$ cat config.mk
export PLATFORM = sky130hd
export DESIGN_NAME = serial_frame_tx
export DESIGN_NICKNAME = d
export VERILOG_FILES = /design/src/rtl/sft_pkg.sv /design/src/rtl/sft_baud_gen.sv /design/src/rtl/sft_hold_reg.sv /design/src/rtl/sft_frame_fsm.sv /design/src/rtl/serial_frame_tx.sv
export SDC_FILE = /design/constraint.sdc
export NUM_CORES = 1
export LEC_CHECK = 0
export BUFFER_PORTS_ARGS = -buffer_cell sky130_fd_sc_hd__buf_4
export CORE_MARGIN = 8
export CORE_UTILIZATION = 50
export CTS_BUF_LIST = sky130_fd_sc_hd__clkbuf_16
export CTS_CLUSTER_SIZE = 14
export DETAILED_ROUTE_END_ITERATION = 8
export GPL_TIMING_DRIVEN = 1
export PLACE_DENSITY_LB_ADDON = 0.12
export SYNTH_ARGS = -nofsm -noshare
export SYNTH_HDL_FRONTEND = slang
export SYNTH_HIERARCHICAL = 1
export SYNTH_SLANG_ARGS = --single-unit
$ cat constraint.sdc
create_clock -name clk -period 6.45 [get_ports clk]
set_input_delay 0.9675 -clock clk [delete_from_list [all_inputs] [get_ports clk]]
set_output_delay 0.9675 -clock clk [all_outputs]
set_load 0.005 [all_outputs]
$ cat src/rtl/sft_pkg.sv
`timescale 1ns/1ps
package sft_pkg;

    localparam int WORD_MAX = 8;

    // control byte field positions (decoded by the shifter)
    localparam int CB_STB   = 2;
    localparam int CB_PEN   = 3;
    localparam int CB_EPS   = 4;
    localparam int CB_STICK = 5;
    localparam int CB_BRK   = 6;

    typedef enum logic [2:0] {
        ST_IDLE,
        ST_START,
        ST_DATA,
        ST_PARITY,
        ST_STOP
    } tx_state_t;

    typedef struct packed {
        logic [1:0] len_code;     // word length minus five
        logic       par_en;
        logic       par_val;      // parity level for this word
        logic [2:0] stop_halves;  // stop period in half bits
    } frame_fmt_t;

    function automatic frame_fmt_t decode_fmt(input logic [7:0] ctrl,
                                              input logic [WORD_MAX-1:0] word);
        frame_fmt_t f;
        logic [WORD_MAX-1:0] mask;
        logic ones_odd;
        mask = '0;
        for (int i = 0; i < WORD_MAX; i++) begin
            if (i < 5 + int'(ctrl[1:0])) mask[i] = 1'b1;
        end
        ones_odd   = ^(word & mask);
        f.len_code = ctrl[1:0];
        f.par_en   = ctrl[CB_PEN];
        if (ctrl[CB_STICK])    f.par_val = ~ctrl[CB_EPS];
        else if (ctrl[CB_EPS]) f.par_val = ones_odd;
        else                   f.par_val = ~ones_odd;
        if (!ctrl[CB_STB])           f.stop_halves = 3'd2;
        else if (ctrl[1:0] == 2'b00) f.stop_halves = 3'd3;
        else                         f.stop_halves = 3'd4;
        return f;
    endfunction

endpackage

$ cat src/rtl/sft_baud_gen.sv
`timescale 1ns/1ps
module sft_baud_gen #(
    parameter int DIV_W = 16
) (
    input  logic             clk,
    input  logic             rst_n,
    input  logic             run,
    input  logic [DIV_W-1:0] divisor,
    output logic             tick
);
    logic [DIV_W-1:0] cnt;
    logic [DIV_W-1:0] div_last;

    assign div_last = (divisor == '0) ? '0 : divisor - 1'b1;
    assign tick     = run && (cnt >= div_last);

    // counter is held at zero while idle so every frame starts on a fresh phase
    always_ff @(posedge clk or negedge rst_n) begin
        if (!rst_n)     cnt <= '0;
        else if (!run)  cnt <= '0;
        else if (tick)  cnt <= '0;
        else            cnt <= cnt + 1'b1;
    end

    p_tick_spacing_r2: assert property (@(posedge clk) disable iff (!rst_n)
        (tick && divisor > 16'd1 && $stable(divisor)) |=> !tick);

endmodule

$ cat src/rtl/sft_hold_reg.sv
`timescale 1ns/1ps
module sft_hold_reg #(
    parameter int DATA_W = 8
) (
    input  logic              clk,
    input  logic              rst_n,
    input  logic [DATA_W-1:0] in_data,
    input  logic              in_valid,
    output logic              in_ready,
    input  logic              take,
    output logic              full,
    output logic [DATA_W-1:0] word
);
    logic accept;

    assign in_ready = !full;
    assign accept   = in_valid && !full;

    always_ff @(posedge clk or negedge rst_n) begin
        if (!rst_n) begin
            full <= 1'b0;
            word <= '0;
        end else if (accept) begin
            full <= 1'b1;
            word <= in_data;
        end else if (take) begin
            full <= 1'b0;
        end
    end

    p_no_overwrite_r8: assert property (@(posedge clk) disable iff (!rst_n)
        (full && !take) |=> (full && $stable(word)));

endmodule

$ cat src/rtl/sft_frame_fsm.sv
`timescale 1ns/1ps
module sft_frame_fsm
    import sft_pkg::*;
#(
    parameter int OVS = 16
) (
    input  logic                clk,
    input  logic                rst_n,
    input  logic                tick,
    input  logic [7:0]          line_ctrl,
    input  logic                hold_full,
    input  logic [WORD_MAX-1:0] hold_word,
    output logic                load,
    output logic                busy,
    output logic                line_lvl
);
    localparam int TCNT_W = $clog2(2 * OVS);
    localparam int IDX_W  = $clog2(WORD_MAX);

    tx_state_t            state, state_nx;
    logic [TCNT_W-1:0]    tcnt;
    logic [TCNT_W:0]      bit_len;
    logic [IDX_W-1:0]     bit_idx;
    logic [IDX_W-1:0]     last_idx;
    logic [WORD_MAX-1:0]  shreg;
    frame_fmt_t           fmt_q;
    logic                 bit_done;

    assign last_idx = IDX_W'(fmt_q.len_code) + IDX_W'(4);
    assign bit_len  = (state == ST_STOP)
                    ? (TCNT_W+1)'(fmt_q.stop_halves) * (TCNT_W+1)'(OVS / 2)
                    : (TCNT_W+1)'(OVS);
    assign bit_done = tick && ({1'b0, tcnt} == bit_len - 1'b1);

    // state register
    always_ff @(posedge clk or negedge rst_n) begin
        if (!rst_n) state <= ST_IDLE;
        else        state <= state_nx;
    end

    // next state
    always_comb begin
        state_nx = state;
        unique case (state)
            ST_IDLE:   if (hold_full) state_nx = ST_START;
            ST_START:  if (bit_done)  state_nx = ST_DATA;
            ST_DATA:   if (bit_done && bit_idx == last_idx)
                           state_nx = fmt_q.par_en ? ST_PARITY : ST_STOP;
            ST_PARITY: if (bit_done)  state_nx = ST_STOP;
            ST_STOP:   if (bit_done)  state_nx = ST_IDLE;
            default:                  state_nx = ST_IDLE;
        endcase
    end

    // frame datapath: format, word and position are captured at frame start
    always_ff @(posedge clk or negedge rst_n) begin
        if (!rst_n) begin
            tcnt    <= '0;
            bit_idx <= '0;
            shreg   <= '0;
            fmt_q   <= '0;
        end else if (load) begin
            tcnt    <= '0;
            bit_idx <= '0;
            shreg   <= hold_word;
            fmt_q   <= decode_fmt(line_ctrl, hold_word);
        end else if (tick) begin
            if (bit_done) begin
                tcnt <= '0;
                if (state == ST_DATA) begin
                    shreg   <= shreg >> 1;
                    bit_idx <= bit_idx + 1'b1;
                end
            end else begin
                tcnt <= tcnt + 1'b1;
            end
        end
    end

    // outputs
    always_comb begin
        load     = 1'b0;
        busy     = 1'b1;
        line_lvl = 1'b1;
        unique case (state)
            ST_IDLE:   begin busy = 1'b0; load = hold_full; end
            ST_START:  line_lvl = 1'b0;
            ST_DATA:   line_lvl = shreg[0];
            ST_PARITY: line_lvl = fmt_q.par_val;
            ST_STOP:   line_lvl = 1'b1;
            default:   busy = 1'b0;
        endcase
    end

    p_fmt_frozen_r7: assert property (@(posedge clk) disable iff (!rst_n)
        (state != ST_IDLE) |=> $stable(fmt_q));

    p_idx_range_r1: assert property (@(posedge clk) disable iff (!rst_n)
        (state == ST_DATA) |-> (bit_idx <= last_idx));

    p_start_from_hold_r8: assert property (@(posedge clk) disable iff (!rst_n)
        (state == ST_IDLE && hold_full) |=> (state == ST_START));

    p_tcnt_range_r2: assert property (@(posedge clk) disable iff (!rst_n)
        ({1'b0, tcnt} < bit_len));

endmodule

$ cat src/rtl/serial_frame_tx.sv
`timescale 1ns/1ps
module serial_frame_tx
    import sft_pkg::*;
#(
    parameter int DIV_W = 16,
    parameter int OVS   = 16
) (
    input  logic             clk,
    input  logic             rst_n,
    input  logic [7:0]       line_ctrl,
    input  logic [DIV_W-1:0] divisor,
    input  logic [7:0]       in_data,
    input  logic             in_valid,
    output logic             in_ready,
    output logic             txd,
    output logic             hold_empty,
    output logic             tx_empty
);
    logic                tick;
    logic                load;
    logic                busy;
    logic                line_lvl;
    logic                hold_full;
    logic [WORD_MAX-1:0] hold_word;

    sft_hold_reg #(.DATA_W(WORD_MAX)) u_hold (
        .clk      (clk),
        .rst_n    (rst_n),
        .in_data  (in_data),
        .in_valid (in_valid),
        .in_ready (in_ready),
        .take     (load),
        .full     (hold_full),
        .word     (hold_word)
    );

    sft_baud_gen #(.DIV_W(DIV_W)) u_baud (
        .clk     (clk),
        .rst_n   (rst_n),
        .run     (busy),
        .divisor (divisor),
        .tick    (tick)
    );

    sft_frame_fsm #(.OVS(OVS)) u_fsm (
        .clk       (clk),
        .rst_n     (rst_n),
        .tick      (tick),
        .line_ctrl (line_ctrl),
        .hold_full (hold_full),
        .hold_word (hold_word),
        .load      (load),
        .busy      (busy),
        .line_lvl  (line_lvl)
    );

    assign txd        = line_ctrl[CB_BRK] ? 1'b0 : line_lvl;
    assign hold_empty = !hold_full;
    assign tx_empty   = !hold_full && !busy;

    p_empty_order_r9: assert property (@(posedge clk) disable iff (!rst_n)
        tx_empty |-> hold_empty);

    p_break_low_r6: assert property (@(posedge clk) disable iff (!rst_n)
        line_ctrl[CB_BRK] |-> !txd);

    p_busy_line_r2: assert property (@(posedge clk) disable iff (!rst_n)
        (tx_empty && !line_ctrl[CB_BRK]) |-> txd);

endmodule

Word level (Yosys, flattened, before mapping). Index checks and enable logic that the tools add are counted.

$add $sub $neg: 7. Multiply operators: 0. Div/mod/pow operators: 0. $lt $le $gt $ge: 9. Equal/unequal tests: 11. Shifts and indexed selects: 0. Muxes and demuxes: 48. Bitwise logic cells: 3. Reduce and logical (&&, ||, !) cells: 18.

Operators by type and width (number): $lt A4 B32 Y1 const A (4); $lt A3 B32 Y1 const A (2); $mux W16 (3); $mux W3 (12); $lt A1 B32 Y1 const A (1); $lt A2 B32 Y1 const A (1); $mux W8 (4); $mux W1 (23); $add A16 B1 Y16 const B (1); $ge A16 B16 Y1 (1); $logic_not A16 Y1 (1); $sub A16 B1 Y16 const B (1); $mux W5 (3); $pmux W3 S5 (1); $and A8 B8 Y8 (1); $ne A2 B1 Y1 const B (4); $reduce_bool A2 Y1 (4); $reduce_xor A8 Y1 (1); $eq A3 B2 Y1 const B (2); $eq A5 B6 Y1 (1); $mux W6 (1); $sub A6 B1 Y6 const B (1); $add A5 B1 Y5 const B (1); $logic_and A1 B1 Y1 (5); 15 further kinds (17).

Register bits: 51. Bits in latches: 0. RAM bits: 0. ROM bits: 0. Bits of input ports: 35. Output and inout port bits: 4. Logic and storage cells: 107. Memories kept: 0.

Depth between registers and ports, before layout.
Word-level depth: 9. Depth in mapped cells: 18. Mapped depth without buffers: 17.

By module. Netlist, hierarchy kept.

By module, submodules not included: sft_baud_gen (instances 1, cells each 173, area each 1491.4 um^2, seq. area each 400.4 um^2); sft_frame_fsm (instances 1, cells each 147, area each 1442.6 um^2, seq. area each 650.6 um^2); sft_hold_reg (instances 1, cells each 21, area each 374.1 um^2, seq. area each 225.2 um^2); serial_frame_tx (instances 1, cells each 3, area each 21.3 um^2, seq. area each 0.0 um^2).

Worst setup path before layout. OpenSTA, ideal clock, no wires.

Path kind: input -> register. Start point: input port divisor[11]. End point: register u_fsm.shreg[0]. Setup time: 0.137 ns. Data arrival time: 4.130 ns. Required time: 6.313 ns. Setup slack: 2.183 ns. Cell stages on the path: 16. Path buffers: 1. Path through: or4_4 > nor2_2 > nand4_2 > and2_1 > ha_1 > nand2b_1 > a2111oi_0 > o21a_1 > o21ai_0 > and2_1 > and3_1 > and3_1 > nand3_1 > buf_6 > mux2i_1 > a21oi_1.

Cells in the longest elaborated chain, start to end: 7. Elaborated cells on any way between the ends: 9. Those cells by class: 1 x add/sub; 1 x order compare; 1 x mux; 6 x reduce/logical.

Ends and longest elaborated chain: start: declaration (RTL line serial_frame_tx.sv:11) `input logic [DIV_W-1:0] divisor,`; $sub A16 B1 Y16 / $logic_not A16 Y1 (equally long branches) (RTL line sft_baud_gen.sv:14) `assign div_last = (divisor == '0) ? '0 : divisor - 1'b1;`; $mux W16 * (RTL line sft_baud_gen.sv:14); $ge A16 B16 Y1 * (RTL line sft_baud_gen.sv:15) `assign tick = run && (cnt >= div_last);`; $logic_and A1 B1 Y1 * (RTL line sft_baud_gen.sv:15); named net tick (RTL line serial_frame_tx.sv:19) `logic tick;`; $logic_and A1 B1 Y1 (RTL line sft_frame_fsm.sv:33) `assign bit_done = tick && ({1'b0, tcnt} == bit_len - 1'b1);`; $reduce_bool A2 Y1 (no source line); $reduce_and A3 Y1 (no source line) *; end signal: assignment (RTL line sft_frame_fsm.sv:65) `shreg <= hold_word;`; end signal: assignment (RTL line sft_frame_fsm.sv:71) `shreg <= shreg >> 1;`; end: declaration (RTL line sft_frame_fsm.sv:25) `logic [WORD_MAX-1:0] shreg;`.

The timed path passes the listed nets; every way through them passes the cells marked *. A chain may end at the register's enable or synchronous reset.

Final worst setup path. Same ends and word-level chain as after synthesis.

==> run summary <==
root buffer cell: clkbuf_16
Peak VDD IR: 0.244 mV
htree depth: 2
max incr delay on CP: 0.55 ns
core area: 6390 um^2
RSZ-0062 raised after global routing: false
area growth from synthesis to layout: 14.7%
M1 GR Usage: 17.7%
Final Power: 1.01 mW
Die Area: 9530 um^2
Post-CTS Setup Repair Bufs: 0
share of cells above drive strength 1: 17.4%
ys flop type: dfrtp_1
Detailed Route WL: 6420 um
Port Buffer Count: 37
Mean Syn Cell Area: 9.68 um^2
vias in the first global route: 2537
CP cell instances: buf_4 > or4_4 > nor2_2 > nand4_2 > and2_1 > ha_1 > nand2b_1 > a2111oi_0 > o21a_1 > o21ai_0 > and2_1 > and3_1 > and3_1 > nand3_1 > mux2i_1 > a21oi_1
Initial Util: 52.1%
synthesized cell area: 3330 um^2
critical path endpoint category: register
hpwl dp: 4830 um
Post-Synth Simple-Gate Area: 22.7%
busiest layer in global routing: met2
largest net degree at the start of global routing: 52
antenna violations before repair: 0
FMAX: 198 MHz
Hold Buf Count CTS: 0
Initial DRC Count: 106
final hold viol count: 0
GRT Resource Usage Total: 13.9%
Clock Path Buffers: 2
Post-synth ARST share: 100%
TritonCTS clock tree: built
global route overflow: 0
Slew headroom: 32.3%
Final GP Congestion: 0.805
Net Count, Synth: 401
leakage: 1.88 nW
CTS buffer count: 5
synth warn: 6
largest family of logic cells by synthesized area: simple AND/OR/NAND/NOR gates
IO Count: 39
Adder-Cell Fraction of Synth Area: 8.27%
drt wl/cell: 14.0 um
Synth Area in XOR/XNOR: 11.7%
global-route wire length before repair: 11300 um
Worst Path Class, Setup: in -> reg
Final setup viols: 0
hold crit path type: reg -> reg
commonest non-fill, non-tap cell in the layout: dfrtp_1
commonest non-fill, non-tap cells in the layout: dfrtp_1, nand2_1, nor2_1
setup TNS: 0 ns
Post-Route Skew: 0.00395 ns
GR Layer Usage met2: 22.5%
chip width: 97.6 um
Die Ht: 97.6 um
met3 Track Usage GR: 3.98%
clock latency on the worst-skew pair: 0.29 ns
Yosys top cell area share: 38.3%
ANT cells: 0
vias per cell: 5.30
Max Fanout on Critical Path: 16
mux cell area share after synthesis: 6.31%
Final Cycle Share: 78.5%
vias: 2424
CP required: 6.58 ns
distinct cell type count after synthesis: 55
clk sinks: 51
FP Rows: 29
# nets final: 436
worst slew pin tran: 1.01 ns
Clk pin slew, worst setup/hold paths: 0.07 ns
fin crit period: 5.06 ns
Synth area leader: dfrtp_1
DRT Pass-1 Iters: 4
EDFF count, synth: 0
crit path launch type: input port
flops & latches, synth: 51
Residual DRC: 0
reg-to-reg slack, setup: 3.01 ns
P per Cell Area: 265 nW/um^2
CTS resizes: 0
DRT antenna net count: 0
Seq/Total Area, Yosys: 38.3%
Fin Hold WS: 0.495 ns
cell count after synthesis: 344
max_cap viols: 0
status: completed
synth top area cells: dfrtp_1, ha_1, nand2_1
Max Slew Vio Count: 0
Compound-Gate Fraction of Synth Area: 9.06%
critical path's slowest cell: or4_4
Worst EP arrival: 5.20 ns
-- cell families (layout without fill, tap and decap cells) --
| family | count (synthesis) | in the layout |
|---|---|---|
| AOI/OAI and AO/OA | 45 | 45 |
| and+or+nand+nor | 146 | 146 |
| muxes | 17 | 17 |
| DFF | 51 | 51 |
| xor gates and xnor gates | 42 | 42 |
| buffers and inverters | 21 | 57 |
| adders and majority gates | 22 | 22 |
-- cell type report --
| type | instances | area (um^2) |
|---|---|---|
| Fill cell | 581 | 2570 |
| Multi-Input combinational cell | 272 | 1930 |
| Sequential cell | 51 | 1280 |
| Timing Repair Buffer | 37 | 278 |
| Clock buffer | 5 | 125 |
| Tap cell | 77 | 96.3 |
| Clock inverter | 3 | 63.8 |
| Inverter | 12 | 45.0 |
-- sequential cells by signal, indices dropped and copies added (netlist names) --
name,flops
u_hold/word,8
u_baud/cnt,16
u_hold/full,1
u_fsm/state,3
u_fsm/fmt_q,7
u_fsm/tcnt,5
u_fsm/shreg,8
u_fsm/bit_idx,3
-- Yosys cell counts (2+ instances only) --
cell	count
and2_1	2
nor4_4	2
xor2_1	20
xnor2_1	20
and3_1	5
o21a_1	3
a21o_1	2
mux2_4	8
nand2_1	48
buf_6	5
nand2b_1	2
nor3_1	6
a211oi_1	2
dfrtp_1	51
clkbuf_1	3
inv_1	11
o21ai_1	5
nor2b_1	5
o21bai_1	2
nor2_2	2
a21oi_1	13
mux2i_1	9
nand3_1	9
or3_1	3
and4_1	2
nor2_1	42
o21ai_0	8
ha_1	22
nand4_1	6
-- where the power goes --
part	switching [mW]	total (mW)	internal [mW]
registers	0.0481	0.414	0.366
logic	0.115	0.264	0.149
clock network	0.114	0.334	0.221
total	0.277	1.01	0.735
-- routing by layer --
metal  routed length, um  vias up  part of all wire [%]
met5                   0        -                     0
met4                  63        0                  0.98
met3                 203        6                   3.2
met2                2970       30                    46
met1                3180     1132                    50
li1                    -     1256                     -
-- stage by stage --
stage | std cells | utilization, % | worst slack [ns] | area (um^2)
2_1_floorplan | 344 | - | 2.18 | 3330
6_report | 457 | 59.8 | 1.39 | 3820
3_5_place_dp | 449 | 56.8 | 1.11 | 3630
4_1_cts | 457 | 59.8 | 1.38 | 3820
5_1_grt | 457 | 59.8 | 1.00 | 3820
3_3_place_gp | 449 | 56.8 | 1.19 | 3630
-- worst max-delay path: cells and delay by family --
kind,cells,cell delay [ns]
compound gates,4,0.98
fa+ha+maj,1,0.26
buf+inv,1,0.12
mux,1,0.25
simple gates,9,2.60
-- path summary, 6_finish.rpt --
kind / end / depth (start not counted) / from
setup / recovery: u_fsm/shreg[0] / 16 / divisor[11]
hold / removal: u_fsm/fmt_q[5] / 2 / u_fsm/fmt_q[5]
setup reg to reg: u_fsm/shreg[0] / 12 / u_baud/cnt[0]
hold reg to reg: u_fsm/fmt_q[5] / 2 / u_fsm/fmt_q[5]
max in group asynchronous: u_hold/full / 1 / rst_n
min in group asynchronous: u_baud/cnt[15] / 1 / rst_n
No activity file was read; power rests on OpenSTA's default activity.
